### src/rtl/exc_pkg.sv
package exc_pkg;

    parameter int unsigned PC_W    = 32;
    parameter int unsigned N_STAGE = 5;
    parameter int unsigned N_CAUSE = 4;

    localparam int unsigned CAUSE_W = $clog2(N_CAUSE);
    localparam int unsigned WB_IDX  = N_STAGE - 1;
    localparam int unsigned MEM_IDX = N_STAGE - 2;

    typedef enum logic [CAUSE_W-1:0] {
        CAUSE_FETCH  = 2'd0,
        CAUSE_DECODE = 2'd1,
        CAUSE_OVF    = 2'd2,
        CAUSE_DATA   = 2'd3
    } cause_e;

    typedef logic [N_CAUSE-1:0] fault_vec_t;

    typedef struct packed {
        logic             valid;
        logic             trap;
        logic [PC_W-1:0]  pc;
        fault_vec_t       vec;
    } slot_t;

    // earliest-stage fault wins
    function automatic logic [CAUSE_W-1:0] first_cause(fault_vec_t v);
        logic [CAUSE_W-1:0] c;
        c = '0;
        for (int i = int'(N_CAUSE) - 1; i >= 0; i--) begin
            if (v[i]) c = CAUSE_W'(i);
        end
        return c;
    endfunction

    function automatic logic clean(slot_t s);
        return s.valid && (s.vec == '0);
    endfunction

endpackage

### src/rtl/exc_stage_reg.sv
module exc_stage_reg
    import exc_pkg::*;
#(
    parameter int unsigned STAGE = 0,
    parameter bit          POSTS = 1'b1
) (
    input  logic  clk,
    input  logic  rst,
    input  logic  flush,
    input  logic  fault,
    input  slot_t d_slot,
    output slot_t q_slot,
    output slot_t eff_slot
);

    localparam int unsigned BIT = (STAGE < N_CAUSE) ? STAGE : 0;

    always_ff @(posedge clk) begin
        if (rst || flush) q_slot <= '0;
        else              q_slot <= d_slot;
    end

    // a fault pulse lands in the vector of the instruction held here
    always_comb begin
        eff_slot = q_slot;
        if (POSTS && fault && q_slot.valid) eff_slot.vec[BIT] = 1'b1;
    end

    assert_flush_empties_R8: assert property (@(posedge clk) disable iff (rst)
        flush |=> !q_slot.valid);

endmodule

### src/rtl/exc_resolve.sv
module exc_resolve
    import exc_pkg::*;
(
    input  logic               clk,
    input  logic               rst,
    input  slot_t              wb_slot,
    output logic               take,
    output logic               exc_taken,
    output logic [CAUSE_W-1:0] exc_cause,
    output logic [PC_W-1:0]    exc_pc,
    output logic               retire_valid,
    output logic [PC_W-1:0]    retire_pc
);

    assign take         = wb_slot.valid && (wb_slot.vec != '0);
    assign retire_valid = clean(wb_slot);
    assign retire_pc    = wb_slot.pc;

    always_ff @(posedge clk) begin
        if (rst) begin
            exc_taken <= 1'b0;
            exc_cause <= '0;
            exc_pc    <= '0;
        end else begin
            exc_taken <= take;
            if (take) begin
                exc_cause <= first_cause(wb_slot.vec);
                exc_pc    <= wb_slot.pc;
            end
        end
    end

    fault_vec_t sel_bit, lower_bits;
    assign sel_bit    = fault_vec_t'(1) << exc_cause;
    assign lower_bits = sel_bit - fault_vec_t'(1);

    assert_single_pulse_R3: assert property (@(posedge clk) disable iff (rst)
        exc_taken |=> !exc_taken);

    assert_earliest_cause_R4: assert property (@(posedge clk) disable iff (rst)
        exc_taken |-> ((($past(wb_slot.vec) & sel_bit) != '0) &&
                       (($past(wb_slot.vec) & lower_bits) == '0)));

    assert_epc_hold_R10: assert property (@(posedge clk) disable iff (rst)
        !exc_taken |-> (exc_pc == $past(exc_pc)));

endmodule

### src/rtl/exc_write_gate.sv
module exc_write_gate
    import exc_pkg::*;
(
    input  logic  clk,
    input  logic  rst,
    input  slot_t mem_slot,
    input  slot_t wb_slot,
    input  logic  take,
    input  logic  store_req,
    input  logic  reg_req,
    output logic  mem_store_en,
    output logic  wb_reg_en
);

    // older faulting instruction in writeback also blocks the store behind it
    assign mem_store_en = clean(mem_slot) && store_req && !take;
    assign wb_reg_en    = clean(wb_slot) && reg_req;

    assert_store_behind_fault_R7: assert property (@(posedge clk) disable iff (rst)
        take |-> !mem_store_en);

    assert_no_faulty_write_R6: assert property (@(posedge clk) disable iff (rst)
        (mem_slot.vec != '0 || wb_slot.vec != '0) |->
            !((mem_slot.vec != '0) && mem_store_en) && !((wb_slot.vec != '0) && wb_reg_en));

endmodule

### src/rtl/exc_tracker.sv
module exc_tracker
    import exc_pkg::*;
#(
    parameter logic [PC_W-1:0] TRAP_PC = 32'h0000_0080
) (
    input  logic               clk,
    input  logic               rst,
    input  logic               fetch_valid,
    input  logic [PC_W-1:0]    fetch_pc,
    input  logic               flt_fetch,
    input  logic               flt_decode,
    input  logic               flt_exec,
    input  logic               flt_mem,
    input  logic               mem_store_req,
    input  logic               wb_reg_req,
    output logic               mem_store_en,
    output logic               wb_reg_en,
    output logic               retire_valid,
    output logic [PC_W-1:0]    retire_pc,
    output logic               exc_taken,
    output logic [CAUSE_W-1:0] exc_cause,
    output logic [PC_W-1:0]    exc_pc,
    output logic               trap_fetch
);

    slot_t               q_s   [N_STAGE];
    slot_t               eff_s [N_STAGE];
    slot_t               din_s [N_STAGE];
    slot_t               fetch_slot;
    slot_t               trap_slot;
    logic [N_STAGE-1:0]  flt;
    logic                take;

    assign flt = {1'b0, flt_mem, flt_exec, flt_decode, flt_fetch};

    always_comb begin
        fetch_slot       = '0;
        fetch_slot.valid = fetch_valid;
        fetch_slot.pc    = fetch_pc;
        trap_slot        = '0;
        trap_slot.valid  = 1'b1;
        trap_slot.trap   = 1'b1;
        trap_slot.pc     = TRAP_PC;
    end

    for (genvar k = 0; k < N_STAGE; k++) begin : g_stage
        if (k == 0) begin : g_head
            assign din_s[k] = take ? trap_slot : fetch_slot;
        end else begin : g_body
            assign din_s[k] = eff_s[k-1];
        end

        exc_stage_reg #(
            .STAGE (k),
            .POSTS (k < N_CAUSE)
        ) u_stage (
            .clk      (clk),
            .rst      (rst),
            .flush    ((k == 0) ? 1'b0 : take),
            .fault    (flt[k]),
            .d_slot   (din_s[k]),
            .q_slot   (q_s[k]),
            .eff_slot (eff_s[k])
        );
    end

    exc_resolve u_resolve (
        .clk          (clk),
        .rst          (rst),
        .wb_slot      (eff_s[WB_IDX]),
        .take         (take),
        .exc_taken    (exc_taken),
        .exc_cause    (exc_cause),
        .exc_pc       (exc_pc),
        .retire_valid (retire_valid),
        .retire_pc    (retire_pc)
    );

    exc_write_gate u_gate (
        .clk          (clk),
        .rst          (rst),
        .mem_slot     (eff_s[MEM_IDX]),
        .wb_slot      (eff_s[WB_IDX]),
        .take         (take),
        .store_req    (mem_store_req),
        .reg_req      (wb_reg_req),
        .mem_store_en (mem_store_en),
        .wb_reg_en    (wb_reg_en)
    );

    assign trap_fetch = q_s[0].valid && q_s[0].trap;

    assert_trap_follows_R9: assert property (@(posedge clk) disable iff (rst)
        exc_taken |-> (trap_fetch && q_s[0].pc == TRAP_PC));

    assert_flushed_no_retire_R8: assert property (@(posedge clk) disable iff (rst)
        exc_taken |-> !retire_valid);

endmodule

### config.mk
export PLATFORM = sky130hd
export DESIGN_NAME = exc_tracker
export DESIGN_NICKNAME = d
export VERILOG_FILES = /design/src/rtl/exc_pkg.sv /design/src/rtl/exc_stage_reg.sv /design/src/rtl/exc_resolve.sv /design/src/rtl/exc_write_gate.sv /design/src/rtl/exc_tracker.sv
export SDC_FILE = /design/constraint.sdc
export NUM_CORES = 1
export LEC_CHECK = 0
export CORE_MARGIN = 5
export CORE_UTILIZATION = 51
export CTS_CLUSTER_SIZE = 25
export DETAILED_ROUTE_END_ITERATION = 8
export PLACE_DENSITY = 0.85
export SLEW_MARGIN = 20
export SYNTH_ARGS = -nofsm -noshare
export SYNTH_HDL_FRONTEND = slang
export SYNTH_SLANG_ARGS = --single-unit
### constraint.sdc
create_clock -name clk -period 1.7 [get_ports clk]
set_input_delay 0.17 -clock clk [delete_from_list [all_inputs] [get_ports clk]]
set_output_delay 0.17 -clock clk [all_outputs]
set_load 0.01 [all_outputs]
; ---- Word-level counts from Yosys, hierarchy flattened
; Cells that the tools add are included.
[classes]
mux = 9
reduce_logical = 17
[ops]
columns = operator, n
row1 = 38-bit two-way mux, 1
row2 = 1-bit logical AND, 11
row3 = 4-bit zero test, 2
row4 = 2-bit two-way mux, 4
row5 = 1-bit two-way mux, 4
row6 = 4-bit nonzero test, 1
row7 = 2-bit OR reduction, 1
row8 = 1-bit zero test, 1
row9 = 1-bit logical OR, 1
[word_totals]
ff_bits = 221
in_bits = 41
output_inout_bits = 71
wordCells = 46

; ---- Longest topological paths before layout
; Gate-level depths: netlist (run 1).
[logic_depth]
ltp_word = 6
depth_mapped = 5
ltp_nobuf = 3

; ---- Hierarchy
; A second synthesis (run 1) with hierarchy kept.
[unflattened]
cells_unflattened = 839
hier_area_um2 = 9313.9
[modules_own_cells]
columns = mod, instances, cells_each, area_per_inst_um2
row1 = exc_stage_reg, 5, 122, 1505.2
row2 = exc_resolve, 1, 186, 1519.0
row3 = exc_tracker, 1, 38, 237.7
row4 = exc_write_gate, 1, 5, 31.3

; ---- Worst setup path after synthesis (run 1)
; OpenSTA, ideal clock, no wires.
[synth_timing]
path_kind = register to register
startpoint = register g_stage[4].u_stage.q_slot, in the netlist g_stage[4].u_stage.eff_slot[2]
endpoint = register u_resolve.exc_pc[10]
setup_ns = 0.117
t_arrival_ns = 1.325
required_time_ns = 1.583
setup_slack_ns = 0.258
path_stages_with_launch = 5
path_buffers = 1
period_less_slack_ns = 1.442
cell_sequence = dfxtp_1 o41ai_1 nor2_1 buf_2 a22o_1
[synth_via]
elab_chain_len = 2
[synth_rtl]
columns = item, line_no
row1 = "start, declared", exc_stage_reg.sv:12  ; output slot_t q_slot,
row2 = "start signal, assigned", exc_stage_reg.sv:20  ; else q_slot <= d_slot;
row3 = 4-bit nonzero test, exc_resolve.sv:15  ; assign take = wb_slot.valid && (wb_slot.vec != '0);
row4 = 1-bit logical AND, exc_resolve.sv:15
row5 = "end signal, assigned", exc_resolve.sv:28  ; exc_pc <= wb_slot.pc;
row6 = "end, declared", exc_resolve.sv:10  ; output logic [PC_W-1:0] exc_pc,
; No other way between the ends.
; A chain may end at the register's enable or synchronous reset.

; ---- Worst setup path in the final report (run 1)
[layout_timing]
startpoint = register g_stage[4].u_stage.q_slot, in the netlist g_stage[4].u_stage.eff_slot[3]
endpoint = output port mem_store_en
[layout_via]
elab_chain_len = 4
[layout_rtl]
columns = item, line_no
row1 = 4-bit nonzero test, exc_resolve.sv:15
row2 = 1-bit logical AND, exc_resolve.sv:15
row3 = 1-bit zero test, exc_write_gate.sv:16  ; assign mem_store_en = clean(mem_slot) && store_req && !take;
row4 = 1-bit logical AND, exc_write_gate.sv:16
row5 = "end, declared", exc_tracker.sv:16  ; output logic mem_store_en,
; No other way between the ends.

==> impl_metrics.json, run 1 <==
{
  "start_util_pct": 52.5,
  "final_common_cell": "dfxtp_1",
  "clk_latency_ps": 470,
  "antenna_cells": 0,
  "fin_crit_ps": 1720,
  "grt_overflow": 0,
  "synth.distinct_cells": 20,
  "peakVddDrop_v": 0.000748,
  "arrival_ps": 1550,
  "cellPowerDensity_mw_per_mm2": 1220,
  "violations": "setup timing",
  "synth-edff-count": 0,
  "route.detailed.drc": 0,
  "worst_path_largest_cell_delay_ps": 430,
  "grt_antenna_before_repair": 0,
  "htree_levels": 1,
  "first_iter_violations": 139,
  "drive_gt1_share_pct": 10.1,
  "clock-root-buffer": "clkbuf_16",
  "ys_ff_latch": 210,
  "fillers": 822,
  "fin_skew_ps": 18.0,
  "path_cells": "o41a_1 -> nor4_2 -> buf_2",
  "critPathKind": "flip-flop to output pin",
  "via_per_inst": 4.42,
  "hold_class": "input port to flip-flop",
  "rrSetupSlack_ps": 40,
  "cts.sinks": 210,
  "gp_congestion": 0.741,
  "die_h_um": 119,
  "cts_buffer_depth": 3,
  "crit_required_ps": 1530,
  "dieArea_mm2": 0.0142,
  "yosys.area.top_type": "dfxtp_1",
  "ys_warn_count": 0,
  "max-cap-violations": 0,
  "drv_slew": 0,
  "setup_tns_ps": -16.1,
  "worst_setup_path_end_kind": "output pin",
  "layout_common_cells": "dfxtp_1, and2_1, clkdlybuf4s50_1",
  "start_kind": "flip-flop",
  "slew_headroom_pct": 79.0,
  "ios": 112,
  "status": "finished with violations",
  "maxClockFrequency_ghz": 0.583,
  "synth_top_area_share_pct": 69.2,
  "netlist_area_mm2": 0.00607,
  "met1_usage_pct": 16.1,
  "multi_input_area_mm2": 0.00152,
  "wirelength_um": 9750,
  "clkTransAtPathRegs_ps": 60,
  "grt_max_degree": 120,
  "grt-busiest-layer": "met2",
  "grt_pass1_vias": 3218,
  "dpl.hpwl_um": 6230,
  "synthFlopType": "dfxtp_1",
  "tightest_slew_ps": 314,
  "hold_viol": 0,
  "slowest_stage": "o41a_1",
  "wl_per_cell_um": 13.2,
  "synthArstFlopShare_pct": 0,
  "seq_area_frac_synth_pct": 69.2,
  "globalRouteMet3Util_pct": 3.13,
  "ctsHoldBuffers": 0,
  "period_share_pct": 101,
  "synth.area.top_cells": "dfxtp_1, and2_1, a22o_1",
  "first_pass_iters": 4,
  "grt_use_met2_pct": 21.8,
  "ff_latch_area_mm2": 0.00421,
  "path_max_fanout": 2,
  "coreArea_mm2": 0.0116,
  "hold_ws_ps": 254,
  "syn-num-nets": 536,
  "syn_inst": 495,
  "grt_use_total_pct": 12.8,
  "ant_nets": 0,
  "syn_to_final_growth_pct": 29.9,
  "fp.dieW_um": 119,
  "post_synth.cell_area_avg_um2": 12.3,
  "setup_ws_ps": -16.1,
  "rsz0062_at_grt": "true",
  "vias": 3264,
  "nNetsFinal": 626,
  "numCtsBuffers": 20,
  "finalSetupViolations": 1,
  "leakagePower_nw": 3.24,
  "numPortBuffers": 111,
  "grt_pass1_wl_um": 15400,
  "tritoncts": "done",
  "rows": 39
}
synthesized netlist by cell type (2+ instances only):
master / n
clkbuf_2: 14
a22o_1: 33
nor4_1: 2
a21oi_1: 3
and2_1: 171
buf_4: 34
dfxtp_1: 210
clkbuf_1: 3
buf_2: 6
inv_1: 4
and3_1: 5
nor2_1: 2
flip-flops by register name (all words and copies together), names as in the netlist:
name	count
u_resolve.exc_pc	32
g_stage.u_stage.eff_slot	176
u_resolve.exc_cause	2
critical path, delay by kind of cell, from the launching register on:
family / cells / cell delay, ps
compound gates: 1 / 430
buf+inv: 1 / 170
flops: 1 / 330
simple gates: 1 / 150
metrics by stage:
stage	cell area (µm²)	worst slack [ps]	power (mW)	cells	util [%]
floorplan	6070	258	5.31	495	-
global placement	7100	-68.8	5.42	700	61.4
detailed placement	7100	-61.6	5.44	700	61.4
CTS	7770	-48.1	9.75	734	67.2
global route	7890	-109	10.0	739	68.2
finish	7890	-16.1	9.66	739	68.2
cell families (layout without fill, tap and decap cells):
| logic type | count (synthesis) | in the layout | synth area share, % |
|---|---|---|---|
| buf+inv | 61 | 162 | 6.28 |
| compound gates | 41 | 41 | 5.67 |
| flops | 210 | 210 | 69.2 |
| simple gates | 183 | 183 | 18.8 |
final cells by class:
type                    count  area share [%]
inverters                   4           0.190
multi-input cells         224            19.3
well taps                 143            2.27
repair buffers            125            16.4
clock inverters             4           0.571
flip-flops and latches    210            53.3
clock buffers              29            7.93
power by group:
part / internal (mW) / switching, mW
Sequential: 5.04 / 0.0267
Clock: 2.69 / 1.63
Combinational: 0.175 / 0.111
Total: 7.90 / 1.76
layer usage:
layer / share of wire, % / routed length, µm / vias to the layer above
li1: - / - / 1714
met1: 45 / 4360 / 1458
met2: 48 / 4700 / 81
met3: 5.2 / 511 / 11
met4: 1.8 / 171 / 0
met5: 0 / 0 / -
final timing paths:
check	to	depth (start not counted)	start
setup / recovery	mem_store_en	3	g_stage[4].u_stage.eff_slot[3]
hold / removal	g_stage[0].u_stage.eff_slot[33]	2	fetch_pc[29]
setup reg to reg	u_resolve.exc_pc[4]	7	g_stage[4].u_stage.eff_slot[2]
hold reg to reg	g_stage[1].u_stage.eff_slot[21]	1	g_stage[0].u_stage.eff_slot[21]
what timing repair did:
action                     4_1_cts  5_1_grt
buffers inserted                 1        3
gates resized for setup         17       13
cloned                           0        2
setup endpoints to repair        4      138
pin swaps                        5        6
Note: power is estimated with default switching activity, not from simulation.
==> run 2, diff against run 1 <==
CORE_UTILIZATION = 46   (was 51)
PLACE_DENSITY = 0.83   (was 0.85)
clock period = 1.5 ns   (was 1.7 ns; I/O delays follow)
==> impl_metrics.json, run 2 (synthesis results as in run 1) <==
{
  "cellPowerDensity_mw_per_mm2": 1290,
  "hold_ws_ps": 242,
  "fin_crit_ps": 1740,
  "htree_levels": 1,
  "tritoncts": "done",
  "setup_tns_ps": -32410,
  "maxClockFrequency_ghz": 0.573,
  "ctsHoldBuffers": 0,
  "leakagePower_nw": 4.54,
  "peakVddDrop_v": 0.000828,
  "via_per_inst": 4.38,
  "grt_pass1_wl_um": 18200,
  "drive_gt1_share_pct": 14.6,
  "clkTransAtPathRegs_ps": 60,
  "route.detailed.drc": 0,
  "largest_reg_flops": 176,
  "ios": 112,
  "rows": 42,
  "cts_buffer_depth": 3,
  "p_sw_mw": 2.09,
  "status": "finished with violations",
  "grt_antenna_before_repair": 0,
  "worst_setup_path_end_kind": "flip-flop",
  "cts.sinks": 210,
  "dieArea_mm2": 0.0156,
  "post_dp_cell_area_mm2": 0.00729,
  "rsz0062_at_grt": "true",
  "drv_slew": 0,
  "finalSetupViolations": 209,
  "p_int_mw": 8.85,
  "p_sw_share_pct": 19.1,
  "grt_max_degree": 34,
  "reg2regPathDepth": 6,
  "max-cap-violations": 0,
  "numCtsBuffers": 21,
  "pwr-share-clk_pct": 43.2,
  "first_iter_violations": 119,
  "final_area_mm2": 0.00846,
  "period_share_pct": 116,
  "setup_ws_ps": -244,
  "antenna_cells": 0,
  "dpl.hpwl_um": 6750,
  "fin_skew_ps": 8.00,
  "violations": "setup timing",
  "path_max_fanout": 9,
  "syn_to_final_growth_pct": 39.3,
  "wl_per_cell_um": 14.3,
  "final_common_cell": "dfxtp_1",
  "critPathKind": "flip-flop to flip-flop",
  "crit_required_ps": 1910,
  "layout_common_cells": "dfxtp_1, and2_1, dlymetal6s2s_1",
  "hold_viol": 0,
  "die_h_um": 125,
  "hold_class": "input port to flip-flop",
  "numPortBuffers": 111,
  "nNetsFinal": 653,
  "start_util_pct": 46.4,
  "final_core_util_pct": 64.7,
  "ant_nets": 0,
  "tightest_slew_ps": 254,
  "coreArea_mm2": 0.0131,
  "combPwrFrac_pct": 4.3,
  "min_path_cells": 2,
  "slew_headroom_pct": 82.9,
  "totalPowerFinal_mw": 10.9,
  "grt_pass1_vias": 3724,
  "first_pass_iters": 4,
  "start_kind": "flip-flop",
  "p_seq_share_pct": 52.5,
  "clock-root-buffer": "clkbuf_16",
  "clk_latency_ps": 460,
  "arrival_ps": 2150,
  "fp.dieW_um": 125,
  "wirelength_um": 11400,
  "gp_congestion": 0.724,
  "vias": 3501,
  "grt_overflow": 0,
  "grt_use_total_pct": 13.9
}
run 2: changes by cell type in the layout (fill, tap and decap cells not counted), sizes merged:
cell,before,now
clkdlybuf4s50,107,40
dlymetal6s2s,0,56
buf,15,40
dlygate4sd2,1,12
bufbuf,0,2
clkbuf,31,29
clkinv,3,5
clkinvlp,0,1
run 2: final timing paths:
kind                                        start                              end  slack [ps]
setup reg to reg   g_stage[4].u_stage.eff_slot[2]              u_resolve.exc_pc[1]        -240
hold / removal                        fetch_pc[5]   g_stage[0].u_stage.eff_slot[9]         240
hold reg to reg   g_stage[1].u_stage.eff_slot[19]  g_stage[2].u_stage.eff_slot[19]         420
setup / recovery   g_stage[4].u_stage.eff_slot[2]              u_resolve.exc_pc[1]        -240
run 2: routing by layer:
layer	vias up	global-route usage (%)	part of all wire [%]
met5	-	0	0
met4	0	4.15	1.6
met3	13	2.66	4.6
met2	94	25.6	51
met1	1618	16.4	43
li1	1776	-	-
run 2: area by class of cell:
cell class	count	area [µm²]
inverters	4	15.0
flip-flops and latches	210	4210
clock inverters	7	62.6
clock buffers	28	572
well taps	176	220
fillers	933	4620
multi-input cells	224	1540
repair buffers	151	1840
run 2: repair_timing:
action / in CTS / in global routing
gates cloned: 9 / 1
setup buffers: 5 / 3
pin swaps: 5 / 3
endpoints found under the hold margin: 0 / 0
resized for setup: 49 / 72
setup endpoints to repair: 212 / 265
run 2: per-stage QoR:
step                std cells  worst slack [ps]
CTS                       797              -224
finish                    800              -244
global placement          748              -237
global route              800              -322
detailed placement        748              -229
floorplan                 495              57.7
run 2: worst max-delay path, cell delays in order, from the launching register on:
cell	delay (ps)
dfxtp_1	320
o41a_1	470
buf_4	160
nor2_4	170
buf_12	170
bufbuf_16	260
a22o_1	140
run 2: power by group through the flow:
stage	Sequential [mW]	Combinational, mW	Clock, mW
after floorplan	5.85	0.162	0
after global placement	5.86	0.326	0
after detailed placement	5.87	0.335	0
after CTS	5.74	0.451	4.83
after global routing	5.76	0.504	5.09
final	5.74	0.467	4.73
